**config.mk**
```make
export PLATFORM = sky130hd
export DESIGN_NAME = dtmf_pair_decoder
export DESIGN_NICKNAME = d
export VERILOG_FILES = /design/src/rtl/dtmf_decoder_pkg.sv /design/src/rtl/dtmf_datapath.sv /design/src/rtl/dtmf_control.sv /design/src/rtl/dtmf_pair_decoder.sv
export SDC_FILE = /design/constraint.sdc
export NUM_CORES = 1
export LEC_CHECK = 0
export BUFFER_PORTS_ARGS = -buffer_cell sky130_fd_sc_hd__buf_2
export CORE_ASPECT_RATIO = 0.7
export CORE_UTILIZATION = 56
export DETAILED_ROUTE_END_ITERATION = 7
export PLACE_DENSITY = 0.78
export SYNTH_ARGS = -nofsm -noshare
export SYNTH_HDL_FRONTEND = slang
export SYNTH_SLANG_ARGS = --single-unit
```
**constraint.sdc**
```tcl
create_clock -name clk -period 3.07 [get_ports clk]
set_input_delay 0.4605 -clock clk [delete_from_list [all_inputs] [get_ports clk]]
set_output_delay 0.4605 -clock clk [all_outputs]
set_load 0.05 [all_outputs]
```
**src/rtl/dtmf_decoder_pkg.sv**
```systemverilog
package dtmf_decoder_pkg;

  localparam int NUM_GROUPS = 2;
  localparam int NUM_BINS   = 4;

  typedef logic [1:0] binIdx_t;

  // Per-group observations from the datapath to the control.
  typedef struct packed {
    logic rise;     // synchronised rising edge this cycle
    logic timeout;  // edge-free window just expired
    logic hit;      // current count lies in some window
    logic sameBin;  // hit, in the window of the running streak
    logic runFull;  // streak reached the acceptance length
  } groupStatus_t;

  // Strobes from the control into one group's run tracker.
  typedef struct packed {
    logic runClear;
    logic runStart;
    logic runStep;
  } groupStrobe_t;

  function automatic int nominalHz(input int grp, input int idx);
    int hz;
    if (grp == 0) begin
      case (idx)
        0:       hz = 697;
        1:       hz = 770;
        2:       hz = 852;
        default: hz = 941;
      endcase
    end else begin
      case (idx)
        0:       hz = 1209;
        1:       hz = 1336;
        2:       hz = 1477;
        default: hz = 1633;
      endcase
    end
    return hz;
  endfunction

  function automatic int binMinCount(input int clkHz, input int tolPermil,
                                     input int grp, input int idx);
    longint num;
    longint den;
    num = longint'(clkHz) * 1000;
    den = longint'(nominalHz(grp, idx)) * (1000 + tolPermil);
    return int'(num / den);
  endfunction

  function automatic int binMaxCount(input int clkHz, input int tolPermil,
                                     input int grp, input int idx);
    longint num;
    longint den;
    num = longint'(clkHz) * 1000;
    den = longint'(nominalHz(grp, idx)) * (1000 - tolPermil);
    return int'(num / den);
  endfunction

  // Row = low-group window, column = high-group window.
  function automatic logic [3:0] pairCode(input binIdx_t row, input binIdx_t col);
    logic [3:0] code;
    if (col == 2'd3) begin
      code = 4'(4'd13 + {2'b00, row});
    end else if (row == 2'd3) begin
      case (col)
        2'd0:    code = 4'b1011;
        2'd1:    code = 4'b1010;
        default: code = 4'b1100;
      endcase
    end else begin
      code = 4'(3 * row + col + 1);
    end
    return code;
  endfunction

endpackage

```
**src/rtl/dtmf_datapath.sv**
```systemverilog
module dtmf_datapath
  import dtmf_decoder_pkg::*;
#(
  parameter int CLK_HZ     = 200_000,
  parameter int TOL_PERMIL = 25,
  parameter int VALID_RUN  = 4
) (
  input  logic                          clk,
  input  logic                          rstN,
  input  logic [NUM_GROUPS-1:0]         toneIn,
  input  groupStrobe_t [NUM_GROUPS-1:0] strobes,
  input  logic                          codeLoad,
  output groupStatus_t [NUM_GROUPS-1:0] status,
  output logic [3:0]                    codeOut
);

  localparam int TIMEOUT_CNT = 2 * binMaxCount(CLK_HZ, TOL_PERMIL, 0, 0);
  localparam int CNT_W       = $clog2(TIMEOUT_CNT + 1);
  localparam int RUN_W       = $clog2(VALID_RUN + 1);

  binIdx_t [NUM_GROUPS-1:0] runBin;

  for (genvar g = 0; g < NUM_GROUPS; g++) begin : g_grp
    logic             syncA, syncB, prevQ;
    logic             rise;
    logic [CNT_W-1:0] cntQ;
    logic [NUM_BINS-1:0] hitVec;
    binIdx_t          hitIdx;
    binIdx_t          binQ;
    logic [RUN_W-1:0] runQ;

    // Two-stage synchroniser plus edge history.
    always_ff @(posedge clk) begin
      if (!rstN) begin
        syncA <= 1'b0;
        syncB <= 1'b0;
        prevQ <= 1'b0;
      end else begin
        syncA <= toneIn[g];
        syncB <= syncA;
        prevQ <= syncB;
      end
    end

    assign rise = syncB & ~prevQ;

    // Period counter, saturating at the timeout limit (idle).
    always_ff @(posedge clk) begin
      if (!rstN)                               cntQ <= CNT_W'(TIMEOUT_CNT);
      else if (rise)                           cntQ <= CNT_W'(1);
      else if (cntQ != CNT_W'(TIMEOUT_CNT))    cntQ <= cntQ + CNT_W'(1);
    end

    // Window comparators, one per nominal frequency.
    for (genvar b = 0; b < NUM_BINS; b++) begin : g_bin
      localparam int MIN_C = binMinCount(CLK_HZ, TOL_PERMIL, g, b);
      localparam int MAX_C = binMaxCount(CLK_HZ, TOL_PERMIL, g, b);
      assign hitVec[b] = (cntQ >= CNT_W'(MIN_C)) && (cntQ <= CNT_W'(MAX_C));
    end

    always_comb begin
      hitIdx = '0;
      for (int b = NUM_BINS - 1; b >= 0; b--) begin
        if (hitVec[b]) hitIdx = binIdx_t'(b);
      end
    end

    // Run tracker driven by control strobes.
    always_ff @(posedge clk) begin
      if (!rstN) begin
        binQ <= '0;
        runQ <= '0;
      end else if (strobes[g].runClear) begin
        runQ <= '0;
      end else if (strobes[g].runStart) begin
        binQ <= hitIdx;
        runQ <= RUN_W'(1);
      end else if (strobes[g].runStep && runQ != RUN_W'(VALID_RUN)) begin
        runQ <= runQ + RUN_W'(1);
      end
    end

    assign runBin[g]         = binQ;
    assign status[g].rise    = rise;
    assign status[g].timeout = !rise && (cntQ == CNT_W'(TIMEOUT_CNT - 1));
    assign status[g].hit     = |hitVec;
    assign status[g].sameBin = (|hitVec) && (hitIdx == binQ) && (runQ != '0);
    assign status[g].runFull = (runQ == RUN_W'(VALID_RUN));
  end

  always_ff @(posedge clk) begin
    if (!rstN)         codeOut <= 4'b0000;
    else if (codeLoad) codeOut <= pairCode(runBin[0], runBin[1]);
  end

endmodule

```
**src/rtl/dtmf_control.sv**
```systemverilog
module dtmf_control
  import dtmf_decoder_pkg::*;
(
  input  logic                          clk,
  input  logic                          rstN,
  input  groupStatus_t [NUM_GROUPS-1:0] status,
  output groupStrobe_t [NUM_GROUPS-1:0] strobes,
  output logic                          codeLoad,
  output logic                          estOut
);

  logic [NUM_GROUPS-1:0] armedQ;
  logic                  pairValid;

  for (genvar g = 0; g < NUM_GROUPS; g++) begin : g_ctl
    always_comb begin
      strobes[g] = '0;
      if (status[g].timeout) begin
        strobes[g].runClear = 1'b1;
      end else if (status[g].rise) begin
        if (!armedQ[g])                              strobes[g].runClear = 1'b1;
        else if (status[g].hit && status[g].sameBin) strobes[g].runStep  = 1'b1;
        else if (status[g].hit)                      strobes[g].runStart = 1'b1;
        else                                         strobes[g].runClear = 1'b1;
      end
    end

    always_ff @(posedge clk) begin
      if (!rstN)                  armedQ[g] <= 1'b0;
      else if (status[g].timeout) armedQ[g] <= 1'b0;
      else if (status[g].rise)    armedQ[g] <= 1'b1;
    end
  end

  assign pairValid = status[0].runFull && status[1].runFull;
  assign codeLoad  = pairValid;

  always_ff @(posedge clk) begin
    if (!rstN) estOut <= 1'b0;
    else       estOut <= pairValid;
  end

endmodule

```
**src/rtl/dtmf_pair_decoder.sv**
```systemverilog
module dtmf_pair_decoder
  import dtmf_decoder_pkg::*;
#(
  parameter int CLK_HZ     = 200_000,
  parameter int TOL_PERMIL = 25,
  parameter int VALID_RUN  = 4
) (
  input  logic       clk,
  input  logic       rstN,
  input  logic       lowTone,
  input  logic       highTone,
  output logic       earlySteer,
  output logic [3:0] digitCode
);

  groupStatus_t [NUM_GROUPS-1:0] status;
  groupStrobe_t [NUM_GROUPS-1:0] strobes;
  logic                          codeLoad;

  dtmf_datapath #(
    .CLK_HZ(CLK_HZ), .TOL_PERMIL(TOL_PERMIL), .VALID_RUN(VALID_RUN)
  ) i_datapath (
    .clk(clk), .rstN(rstN), .toneIn({highTone, lowTone}),
    .strobes(strobes), .codeLoad(codeLoad),
    .status(status), .codeOut(digitCode)
  );

  dtmf_control i_control (
    .clk(clk), .rstN(rstN), .status(status),
    .strobes(strobes), .codeLoad(codeLoad), .estOut(earlySteer)
  );

endmodule

```
======== Yosys cells after proc, flatten, opt, wreduce, memory -nomap -nowiden ========
Cells that the tools add are included.
cells by class
  $lt $le $gt $ge ......................... 16
  multiplexer cells ....................... 37
  reductions and logical operators ........ 40
  eq/ne operators ......................... 13
  add/sub/neg operators ................... 7
  bitwise logic cells ..................... 7
  $mul .................................... 1
operators by type and width
  cell                                                                    count
  10-bit by 8-bit >= comparator with 1-bit output, second input constant  6
  10-bit by 8-bit <= comparator with 1-bit output, second input constant  5
  10-bit two-way mux                                                      4
  2-bit two-way mux                                                       14
  10-bit by 1-bit adder with 10-bit output, second input constant         2
  10-bit equality test, second input constant                             2
  10-bit by 9-bit <= comparator with 1-bit output, second input constant  2
  10-bit != test, second input constant                                   2
  1-bit logical AND                                                       19
  1-bit two-way mux                                                       14
  2-bit OR reduction                                                      6
  10-bit by 7-bit >= comparator with 1-bit output, second input constant  1
  10-bit by 9-bit >= comparator with 1-bit output, second input constant  1
  10-bit by 7-bit <= comparator with 1-bit output, second input constant  1
  4-bit two-way mux                                                       2
  2-bit nonzero test                                                      4
  4-bit OR reduction                                                      2
  3-bit by 1-bit adder with 3-bit output, second input constant           2
  3-bit equality test, second input constant                              2
  3-bit two-way mux                                                       2
  3-bit != test, second input constant                                    2
  3-bit one-hot mux with 2 select lines                                   1
  3-bit nonzero test                                                      2
  3-bit OR reduction                                                      2
  other kinds (12)                                                        21
word-level totals
  input port bits ......................... 4
  flip-flop bits (word level) ............. 43
  output and inout port bits .............. 5
  word-level logic and storage cells ...... 141

======== Logic depth before layout (Yosys ltp) ========
Gate-level depths: netlist (run 1).
  word-level depth ........................ 17
  depth in mapped cells ................... 9
  depth with buffers taken out ............ 9

======== Cells and area by module ========
A second synthesis (run 1) with hierarchy kept.
second synthesis, totals
  cell total of the unflattened synthesis .. 309
  area total of the unflattened synthesis .. 2620.0 sq um
by module, submodules not included
  module         area each (sq um)  cells an instance  instances  seq. area each (sq um)
  dtmf_datapath  2444.8             290                1          800.8
  dtmf_control   175.2              19                 1          60.1

======== Least setup slack after synthesis (run 1) ========
OpenSTA, ideal clock, no wires.
  kind .................................... reg2reg
  start ................................... reg i_datapath.g_grp[0].cntQ[1]
  end ..................................... reg i_datapath.g_grp[0].runQ[0]
  path buffers ............................ 0
  data required time ...................... 2.950 ns
  setup time .............................. 0.120 ns
  cell stages (with the launch flop) ...... 10
  data arrival time ....................... 2.075 ns
  slack ................................... 0.876 ns
  clock period less this slack ............ 2.194 ns
  path through ............................ dfxtp_1 -> inv_1 -> ha_1 -> or2b_2 -> and4_1 -> a211oi_1 -> xor2_1 -> o2111a_4 -> and4_1 -> a211oi_2
between the ends
  longest elaborated chain between the ends .. 16
  elaborated cells between the ends (all ways) .. 36
  classes of those cells .................. 8 x order compare; 2 x eq/ne; 14 x mux; 12 x reduce/logical
ends and longest elaborated chain
  what                                                                                                                       line                 RTL
  from (decl)                                                                                                                dtmf_datapath.sv:26  logic [CNT_W-1:0] cntQ;
  from (signal assigned)                                                                                                     dtmf_datapath.sv:49  if (!rstN) cntQ <= CNT_W'(TIMEOUT_CNT);
  from (signal assigned)                                                                                                     dtmf_datapath.sv:51  else if (cntQ != CNT_W'(TIMEOUT_CNT)) cntQ <= cntQ + CNT_W'(1);
  10-bit by 8-bit >= comparator with 1-bit output / 10-bit by 8-bit <= comparator with 1-bit output (equally long branches)  dtmf_datapath.sv:58  assign hitVec[b] = (cntQ >= CNT_W'(MIN_C)) && (cntQ <= CNT_W'(MAX_C));
  1-bit logical AND                                                                                                          dtmf_datapath.sv:58
  2-bit two-way mux (4 in series)                                                                                            dtmf_datapath.sv:64  if (hitVec[b]) hitIdx = binIdx_t'(b);
  2-bit equality test                                                                                                        dtmf_datapath.sv:87  assign status[g].sameBin = (|hitVec) && (hitIdx == binQ) && (runQ != '0);
  1-bit logical AND (2 in series)                                                                                            dtmf_datapath.sv:87
  1-bit logical AND                                                                                                          dtmf_control.sv:22   else if (status[g].hit && status[g].sameBin) strobes[g].runStep = 1'b1;
  1-bit two-way mux                                                                                                          dtmf_control.sv:22
  2-bit two-way mux                                                                                                          dtmf_control.sv:21   if (!armedQ[g]) strobes[g].runClear = 1'b1;
  3-bit two-way mux                                                                                                          dtmf_control.sv:20   end else if (status[g].rise) begin
  2-bit two-way mux                                                                                                          dtmf_control.sv:18   if (status[g].timeout) begin
  1-bit logical AND                                                                                                          dtmf_datapath.sv:78  end else if (strobes[g].runStep && runQ != RUN_W'(VALID_RUN)) begin
  2-bit nonzero test (no source line)                                                                                        --
  to (signal assigned)                                                                                                       dtmf_datapath.sv:79  runQ <= runQ + RUN_W'(1);
  to (decl)                                                                                                                  dtmf_datapath.sv:30  logic [RUN_W-1:0] runQ;
Parallel ways exist; a longest one is shown, timed or not.
A chain may end at the register's enable or synchronous reset.

======== Worst setup path in the final report (run 1) ========
  start ................................... reg i_datapath.g_grp[1].cntQ[1]
  end ..................................... reg i_datapath.g_grp[1].runQ[0]
between the ends
  longest elaborated chain between the ends .. 16
  elaborated cells between the ends (all ways) .. 36
  classes of those cells .................. 8 x order compare; 2 x eq/ne; 14 x mux; 12 x reduce/logical
ends and longest elaborated chain
  what                                                                                                                       line
  from (decl)                                                                                                                dtmf_datapath.sv:26
  from (signal assigned)                                                                                                     dtmf_datapath.sv:49
  from (signal assigned)                                                                                                     dtmf_datapath.sv:51
  10-bit by 7-bit >= comparator with 1-bit output / 10-bit by 7-bit <= comparator with 1-bit output (equally long branches)  dtmf_datapath.sv:58
  1-bit logical AND                                                                                                          dtmf_datapath.sv:58
  2-bit two-way mux (4 in series)                                                                                            dtmf_datapath.sv:64
  2-bit equality test                                                                                                        dtmf_datapath.sv:87
  1-bit logical AND (2 in series)                                                                                            dtmf_datapath.sv:87
  1-bit logical AND                                                                                                          dtmf_control.sv:22
  1-bit two-way mux                                                                                                          dtmf_control.sv:22
  2-bit two-way mux                                                                                                          dtmf_control.sv:21
  3-bit two-way mux                                                                                                          dtmf_control.sv:20
  2-bit two-way mux                                                                                                          dtmf_control.sv:18
  1-bit logical AND                                                                                                          dtmf_datapath.sv:78
  2-bit nonzero test (no source line)                                                                                        --
  to (signal assigned)                                                                                                       dtmf_datapath.sv:79
  to (decl)                                                                                                                  dtmf_datapath.sv:30
Parallel ways exist; a longest one is shown, timed or not.

==> run metrics, run 1 <==
Avg Synthesized Cell Area 8.67 µm²; port bufs 8; hold_sp highTone; cts hold-fix bufs 0; Post-synth top flop dfxtp_1; Hold Path Class in2reg; FF-to-FF path depth 9; fin util 0.618; Synth cell types 63; largest net degree at the start of global routing 21; clock buffer depth 2; die area 5080 µm²; hold endpoint i_datapath.g_grp[1].syncA; syn nets 332; DRC 0; die height 59.9 µm; overall power 1370 µW; TNS Setup 0 ps; Ports 9; Seq/Total Area, Yosys 0.320; status completed; kind of end point of the critical path register; Crit Path Max Fanout 7; Starting Density 0.600; commonest non-fill, non-tap cell in the layout dfxtp_1; Die Width 84.8 µm; Critical Path AT 2710 ps; RSZ-0062 raised after global routing no; skew final 15.1 ps; post-route ant nets 0; Routability Congestion 0.906; DR iter-0 viols 170; total CTS buffers 5; vias in the first global route 1874; setup bufs post-CTS 0; Worst slew margin 0.654; Hold Path Depth 2; CTS tree built; Root Buffer clkbuf_8; Mapped Cells 310; crit share post-route 0.822; Ys Warns 0; most frequent cells in the layout 43 x dfxtp_1, 37 x nor2_1, 23 x a21oi_1; Worst-path clk slew 90 ps; GRT overflow 0; initial antenna violation count 0; FFs w/ async S/R, synth 0; reg2reg start i_datapath.g_grp[1].cntQ[1]; CP startpoint kind register; cell internal pwr 900 µW; r2r setup slk 550 ps; clk_lat worst skew 300 ps; Synth Register Bits 43; Total GRT Usage 0.225; combinational fraction of design power 0.259; FP Rows 20; Layout Area Growth over Synthesis 3.07%; Pre-antenna DRT Iters 4; Highest Clock Rate 396 MHz; setup violators final 0; Slew Limit Fails 0; Vias 2216; fin crit period 2520 ps; Post-CTS Resized 0; worst vdd ir 0.218 mV; CP required 3250 ps; first-pass GRT wire length 8870 µm; placed inst area 2700 µm²; sequential share of power 0.496; Hold Slack 376 ps; # diodes 0; Num Clock Sinks 43; Final nets 330; Least-Margin Pin Slew 512 ps; area of the core 4480 µm²; capturing point of the worst reg2reg path i_datapath.g_grp[1].runQ[0]; Clock Power Share 0.245; H-tree depth 2; P_sw 469 µW; Crit Path Category reg2reg; DR vias/cell 6.12; Max-Cap Viols 0; dpl hpwl 3780 µm; cell leakage power 0.00109 µW; Cell Pwr Density 494 nW/µm²; wire per inst 14.6 µm; drt total wl 5290 µm; share of cells above drive strength 1 0.0912; post-route cell area 2770 µm²; Netlist Area Pre-Place 2690 µm²; Hold Violations, Final 0; sw frac 0.343; filler cell count 399; number of synthesized flops with an enable pin 0
## cell usage after synthesis, types with 3 or more instances
library cell / number / area share
dfxtp_1: 43 / 0.32
nand2b_1: 4 / 0.0093
nor3_1: 7 / 0.013
xor2_1: 11 / 0.036
nand3_1: 6 / 0.011
mux2i_1: 3 / 0.011
nor2b_1: 3 / 0.0070
and3_1: 6 / 0.014
nand3b_1: 3 / 0.0084
a211oi_1: 6 / 0.017
buf_2: 3 / 0.0056
a31oi_1: 3 / 0.0070
a21o_1: 4 / 0.011
inv_1: 10 / 0.014
o31ai_1: 3 / 0.0084
and2_1: 7 / 0.016
clkbuf_1: 9 / 0.013
o21bai_1: 3 / 0.0084
ha_1: 16 / 0.075
nor2_1: 37 / 0.052
and4_1: 5 / 0.016
xnor2_1: 5 / 0.016
o21ai_0: 19 / 0.035
nand4_1: 7 / 0.016
a21oi_1: 23 / 0.043
nand2_1: 13 / 0.018
or3_1: 4 / 0.0093
## sequential cells by signal, indices dropped and copies added (netlist names)
| name | count |
|---|---|
| i_datapath.codeOut | 4 |
| i_datapath.g_grp.binQ | 4 |
| i_datapath.g_grp.cntQ | 20 |
| i_datapath.g_grp.runQ | 6 |
| i_datapath.g_grp.syncB | 2 |
| i_datapath.g_grp.syncA | 2 |
| i_datapath.g_grp.prevQ | 2 |
| i_control.estOut | 1 |
| i_control.armedQ | 2 |
## per-layer routing
metal / track usage / vias up / routed length [µm]
li1: - / 1119 / -
met1: 0.334 / 1042 / 2810
met2: 0.328 / 51 / 2210
met3: 0.0470 / 4 / 229
met4: 0.0654 / 0 / 42
met5: 0 / - / 0
## critical path, cell delays in order, from the launching register on
cell and delay (ps):
dfxtp_1 390, inv_1 150, ha_1 220, nor2_1 70, a2111oi_2 480, a21oi_1 160, xnor2_2 180, a2111oi_4 450
and4_1 260, a211oi_1 50
## final cells by class
cell class	count	area, µm²	area share
repair buffers	8	40.0	0.0145
multi-input cells	239	1690	0.609
inverters	11	41.3	0.0149
flip-flops and latches	43	861	0.311
clock buffers	6	72.6	0.0262
well taps	55	68.8	0.0249
## stage by stage
step	cells	setup slack, ps
finish	362	548
global route	362	391
CTS	362	585
detailed placement	356	591
global placement	356	657
floorplan	310	876
## how the worst max path moves through the flow
| stage | start | end | cells after the start |
|---|---|---|---|
| after global routing | i_datapath.g_grp[0].cntQ[4] | i_datapath.g_grp[0].runQ[0] | 6 |
| after floorplan | i_datapath.g_grp[0].cntQ[1] | i_datapath.g_grp[0].runQ[0] | 9 |
| after global placement | i_datapath.g_grp[0].cntQ[1] | i_datapath.g_grp[0].runQ[0] | 9 |
| final | i_datapath.g_grp[1].cntQ[1] | i_datapath.g_grp[1].runQ[0] | 9 |
| after CTS | i_datapath.g_grp[0].cntQ[4] | i_datapath.g_grp[0].runQ[0] | 6 |
| after detailed placement | i_datapath.g_grp[0].cntQ[4] | i_datapath.g_grp[0].runQ[0] | 6 |
## power groups by stage
| stage | Combinational, µW | Clock [µW] | Sequential [µW] |
|---|---|---|---|
| after global routing | 401 | 371 | 687 |
| after global placement | 346 | 0 | 684 |
| final | 355 | 336 | 678 |
| after floorplan | 321 | 0 | 647 |
| after detailed placement | 350 | 0 | 687 |
| after CTS | 353 | 345 | 675 |
## cells by family (layout without fill, tap and decap cells)
| group | after synthesis | after routing | synth area share |
|---|---|---|---|
| buffers and inverters | 28 | 25 | 0.0522 |
| AOI/OAI and AO/OA | 83 | 83 | 0.223 |
| muxes | 3 | 3 | 0.0112 |
| adders and majority gates | 18 | 18 | 0.0894 |
| and+or+nand+nor | 118 | 118 | 0.246 |
| DFF | 43 | 43 | 0.320 |
| xor gates and xnor gates | 17 | 17 | 0.0582 |
Note: power is estimated with default switching activity, not from simulation.
==> run 2, diff against run 1 <==
Settings changed: ABC_AREA set to 1, PLACE_DENSITY 0.78 to 0.81.
Clock period 3.07 ns to 2.2 ns, I/O delays scaled along.
==> run 2 against run 1 <==
Sequential share of layout area is 3.5 points lower. Area after synthesis is 8.2% higher. Combinational power is 85% higher. Die area is 8.0% higher. Largest power group unchanged. Highest routed layer unchanged.
==> run metrics, run 2 <==
status completed; Yosys top cell by area dfxtp_1; Netlist Area Pre-Place 2910 µm²; Biggest register i_datapath.g_grp.cntQ; Ports 9; Worst-path clk slew 80 ps; first-pass GRT wire length 11400 µm; CP startpoint kind register; combinational fraction of design power 0.297; crit share post-route 0.910; worst vdd ir 0.396 mV; reg2reg start i_datapath.g_grp[0].cntQ[9]; Ys Warns 0; vias in the first global route 2407; Seq/Total Area, Yosys 0.296; met2 Use GR 0.323; wire per inst 12.9 µm; sequential share of power 0.431; CTS tree built; M3 GR Usage 0.0931; most common cell in the synthesized netlist nand2_1; CP endpoint i_datapath.g_grp[0].cntQ[3]; Avg Synthesized Cell Area 6.58 µm²; FP Rows 21; # diodes 0; port bufs 8; kind of end point of the critical path register; Slew Limit Fails 0; share of cells above drive strength 1 0.155; DR iter-0 viols 391; Layout Area Growth over Synthesis 8.18%; Critical Path AT 2220 ps; Highest Clock Rate 499 MHz; Hold Violations, Final 0; post-synth top area share 0.296; RSZ-0062 raised after global routing no; Vias 2826; Largest regs i_datapath.g_grp.cntQ: 20 flops, i_datapath.g_grp.runQ: 6 flops; syn nets 464; clk_lat worst skew 290 ps; Pre-antenna DRT Iters 5; initial antenna violation count 0; Least-Margin Pin Slew 429 ps; max reg flops 20; fin crit period 2000 ps; P_sw 819 µW; Final nets 475; clock buffer depth 2; largest net degree at the start of global routing 24; FFs w/ async S/R, synth 0; TNS Setup 0 ps; total CTS buffers 5; filler cell count 444; overall power 2210 µW; sw frac 0.371; DR vias/cell 5.41; DRC 0; Hold Path Class in2reg; synth cell count leaders 92 x nand2_1, 66 x inv_1, 51 x nor2_1; Root Buffer clkbuf_8; Mapped Cells 442; Crit Path Max Fanout 6; Clock Power Share 0.271; GRT met1 Usage 0.435; dpl hpwl 5200 µm; Max-Cap Viols 0; Die Width 88.1 µm; r2r setup slk 200 ps; capturing point of the worst reg2reg path i_datapath.g_grp[0].cntQ[3]; most frequent cells in the layout 92 x nand2_1, 63 x inv_1, 51 x nor2_1; skew final 8.06 ps; Worst slew margin 0.713; setup violators final 0; Synth cell types 37; Total GRT Usage 0.268; number of synthesized flops with an enable pin 0; Cell Pwr Density 702 nW/µm²; Crit Path Category reg2reg; Synth Register Bits 43; cell leakage power 0.00153 µW; FF-to-FF path depth 9; CP required 2410 ps; drt total wl 6740 µm; area of the core 4890 µm²; busiest grt layer met1; Routability Congestion 1.02; die area 5490 µm²; Synth area leaders dfxtp_1 30%, nand2_1 12%, inv_1 8.5%, ha_1 6.9%, nor2_1 6.6%; setup bufs post-CTS 0; Critical path origin i_datapath.g_grp[0].cntQ[9]; Post-synth top flop dfxtp_1; die height 62.3 µm; Starting Density 0.595; GRT overflow 0; cell internal pwr 1390 µW; H-tree depth 2; Num Clock Sinks 43; commonest non-fill, non-tap cell in the layout nand2_1; post-route ant nets 0
-- run 2: cell count changes after synthesis, sizes merged, moves of 8 or more --
cell / previous run / this run
inv: 10 / 75
o21ai: 19 / 27
nor3: 7 / 15
nor2: 37 / 67
nand2: 13 / 102
nand3: 6 / 36
and2: 8 / 0
clkbuf: 12 / 4
-- run 2: timing repair --
action	CTS	global route
gates resized for setup	0	12
hold buffers	0	0
endpoints found under the setup margin	0	7
-- run 2: cell type report --
| type | count | area [µm²] | area share |
|---|---|---|---|
| tap | 69 | 86.3 | 0.0274 |
| inverter | 75 | 287 | 0.0911 |
| clock buffer | 6 | 72.6 | 0.0231 |
| clock inverter | 1 | 30.0 | 0.00955 |
| timing repair buffer | 12 | 70.1 | 0.0223 |
| sequential | 43 | 867 | 0.276 |
| multi-input combinational | 316 | 1730 | 0.551 |
-- run 2: cell families after synthesis --
kind of cell	Yosys count	synth area share
AO/OA/AOI/OAI	67	0.132
buffers and inverters	83	0.113
AND/OR/NAND/NOR	226	0.361
XOR/XNOR	5	0.0151
flip-flops	43	0.296
adder cells (fa/ha/maj)	18	0.0826
-- run 2: how the worst min path moves through the flow --
| stage | end | startpoint | cells past startpoint | slack [ps] |
|---|---|---|---|---|
| after floorplan | i_datapath.g_grp[0].syncB | i_datapath.g_grp[0].syncA | 2 | 390 |
| after global placement | i_datapath.g_grp[1].syncB | i_datapath.g_grp[1].syncA | 2 | 400 |
| after detailed placement | i_datapath.g_grp[1].syncB | i_datapath.g_grp[1].syncA | 2 | 400 |
| after CTS | i_datapath.g_grp[1].syncA | highTone | 3 | 210 |
| after global routing | i_datapath.g_grp[1].syncA | highTone | 3 | 210 |
| final | i_datapath.g_grp[1].syncA | highTone | 3 | 210 |
-- run 2: power by group through the flow --
stage	clock, µW	combinational (µW)	sequential, µW
finish	600	656	953
global route	660	728	963
CTS	622	617	938
detailed placement	0	613	956
global placement	0	610	950
floorplan	0	510	909
-- run 2: metrics by stage --
stage | setup slack, ps | hold WS (ps) | cells | area, µm² | util
6_report | 197 | 211 | 522 | 3150 | 0.644
5_1_grt | 4.22 | 211 | 522 | 3150 | 0.644
3_5_place_dp | 132 | 398 | 515 | 3020 | 0.618
4_1_cts | 106 | 206 | 522 | 3120 | 0.639
3_3_place_gp | 228 | 404 | 515 | 3020 | 0.618
2_1_floorplan | 452 | 390 | 442 | 2910 | -
-- run 2: critical path, cell delays in order, from the launching register on --
cell	delay (ps)
dfxtp_1	510
inv_1	130
nor2_1	270
nand4_1	280
inv_1	240
nor3_2	80
buf_4	140
nand2_1	50
o21ai_0	80
o21ai_0	150
-- run 2: routing by layer --
layer	vias to the layer above	routed length (µm)
met2	142	2380
met1	1236	3410
li1	1440	-
met5	-	0
met3	8	884
met4	0	59
==> run 3, diff against run 2 <==
--- a/config.mk
+++ b/config.mk
@@ -10,2 +10,3 @@
 export CORE_ASPECT_RATIO = 0.7
+export CORE_MARGIN = 4
 export CORE_UTILIZATION = 56
--- a/constraint.sdc
+++ b/constraint.sdc
@@ -3,2 +3,2 @@
 set_output_delay 0.33 -clock clk [all_outputs]
-set_load 0.05 [all_outputs]
+set_load 0.1 [all_outputs]
==> run 3 against run 2 <==
Setup slack gained 5.9 ps. Largest cell class unchanged. Critical path depth grew 6. Maximum frequency grew 0.29%. Die area grew 17%. Final area is essentially flat. Critical endpoint is now i_datapath.g_grp[1].runQ[2].
==> run metrics, run 3 (synthesized netlist as in run 2, its figures left out) <==
Crit Path Category reg2reg; skew final 5.69 ps; Highest Clock Rate 501 MHz; post-route ant nets 0; Crit Path Max Fanout 6; busiest grt layer met1; clk_lat worst skew 300 ps; wire per inst 13.4 µm; max reg flops 20; dpl cells 518; Num Clock Sinks 43; share of cells above drive strength 1 0.151; Routability Congestion 1.06; Cell Pwr Density 669 nW/µm²; largest net degree at the start of global routing 14; worst-path cell chain inv_1, ha_2, inv_1, nand3_1, nand3_1, nor2_1, nor2_1, nand3_2, nand2_1, nor2_1, nand2_4, inv_4, nor2_4, nand2_1, nor2_2; Vias 2849; Max-Cap Viols 0; Die Width 94.1 µm; Worst slew margin 0.678; DR iter-0 viols 440; final std cells w/o fill 526; initial antenna violation count 0; area of the core 4890 µm²; Least-Margin Pin Slew 487 ps; Slew Limit Fails 0; cell repeated most along the worst path nor2_1; most frequent cells in the layout 92 x nand2_1, 66 x inv_1, 51 x nor2_1; worst vdd ir 0.375 mV; Starting Density 0.595; commonest non-fill, non-tap cell in the layout nand2_1; fin crit period 2000 ps; Largest regs i_datapath.g_grp.cntQ: 20 flops, i_datapath.g_grp.runQ: 6 flops; M3 GR Usage 0.0549; cell leakage power 0.00154 µW; FP Rows 21; Place WS 164 ps; Layout Area Growth over Synthesis 8.22%; Hold Path Class in2reg; vias in the first global route 2343; Worst-path clk slew 80 ps; clock buffer depth 2; DR vias/cell 5.42; CP startpoint kind register; drt total wl 7020 µm; DRC 0; crit path max-delay cell type dfxtp_2; dpl hpwl 5430 µm; GRT overflow 0; CP max stage delay 360 ps; setup violators final 0; die area 6430 µm²; CTS tree built; setup bufs post-CTS 0; Total GRT Usage 0.232; first-pass GRT wire length 11600 µm; Final nets 478; CP required 2390 ps; Critical Path AT 2190 ps; port bufs 8; met2 Use GR 0.299; kind of end point of the critical path register; total CTS buffers 5; H-tree depth 2; die height 68.3 µm; Pre-antenna DRT Iters 5; GRT met1 Usage 0.377; crit share post-route 0.908; final setup margin 203 ps; Hold Violations, Final 0; status completed; Root Buffer clkbuf_8; Ports 9; fin util 0.644; Biggest register i_datapath.g_grp.cntQ; RSZ-0062 raised after global routing no; # diodes 0; TNS Setup 0 ps
[run 3: final timing paths]
| kind | start | to | slack (ps) | cells past startpoint |
|---|---|---|---|---|
| max | i_datapath.g_grp[1].cntQ[1] | i_datapath.g_grp[1].runQ[2] | 200 | 15 |
| min | highTone | i_datapath.g_grp[1].syncA | 210 | 3 |
| max reg2reg | i_datapath.g_grp[1].cntQ[1] | i_datapath.g_grp[1].runQ[2] | 200 | 15 |
| min reg2reg | i_datapath.g_grp[0].syncA | i_datapath.g_grp[0].syncB | 430 | 2 |
[run 3: cell type report]
cell class | instances | area [µm²]
Clock buffer | 6 | 72.6
Clock inverter | 2 | 12.5
Fill cell | 445 | 1740
Inverter | 75 | 287
Multi-Input combinational cell | 316 | 1730
Sequential cell | 43 | 866
Tap cell | 69 | 86.3
Timing Repair Buffer | 15 | 92.6
[run 3: per-layer routing]
layer,vias up,share of wire
li1,1445,-
met1,1247,0.51
met2,152,0.37
met3,5,0.12
met4,0,0.0057
met5,-,0
[run 3: repair_timing]
| item | 4_1_cts | 5_1_grt |
|---|---|---|
| hold buffers | 0 | 0 |
| gates resized for setup | 0 | 7 |
| endpoints found under the setup margin | 0 | 5 |
[run 3: worst max-delay path, delay by kind of cell, from the launching register on]
family | cells | cell delay [ps]
and+or+nand+nor | 11 | 970
DFF | 1 | 360
buffers and inverters | 3 | 310
adders and majority gates | 1 | 250
[run 3: stage by stage]
| step | hold WS [ps] | total power, µW | area (µm²) |
|---|---|---|---|
| after floorplan | 390 | 1420 | 2910 |
| after global placement | 407 | 1580 | 3040 |
| after detailed placement | 414 | 1580 | 3040 |
| after CTS | 201 | 2080 | 3130 |
| after global routing | 222 | 2240 | 3150 |
| final | 210 | 2100 | 3150 |
[run 3: where the power goes]
| group | internal [µW] | leakage (µW) | total [µW] | switching (µW) |
|---|---|---|---|---|
| Sequential | 847 | 0.000351 | 953 | 106 |
| Combinational | 214 | 0.00115 | 657 | 443 |
| Clock | 222 | 0.0000412 | 494 | 272 |
| Total | 1280 | 0.00154 | 2100 | 821 |
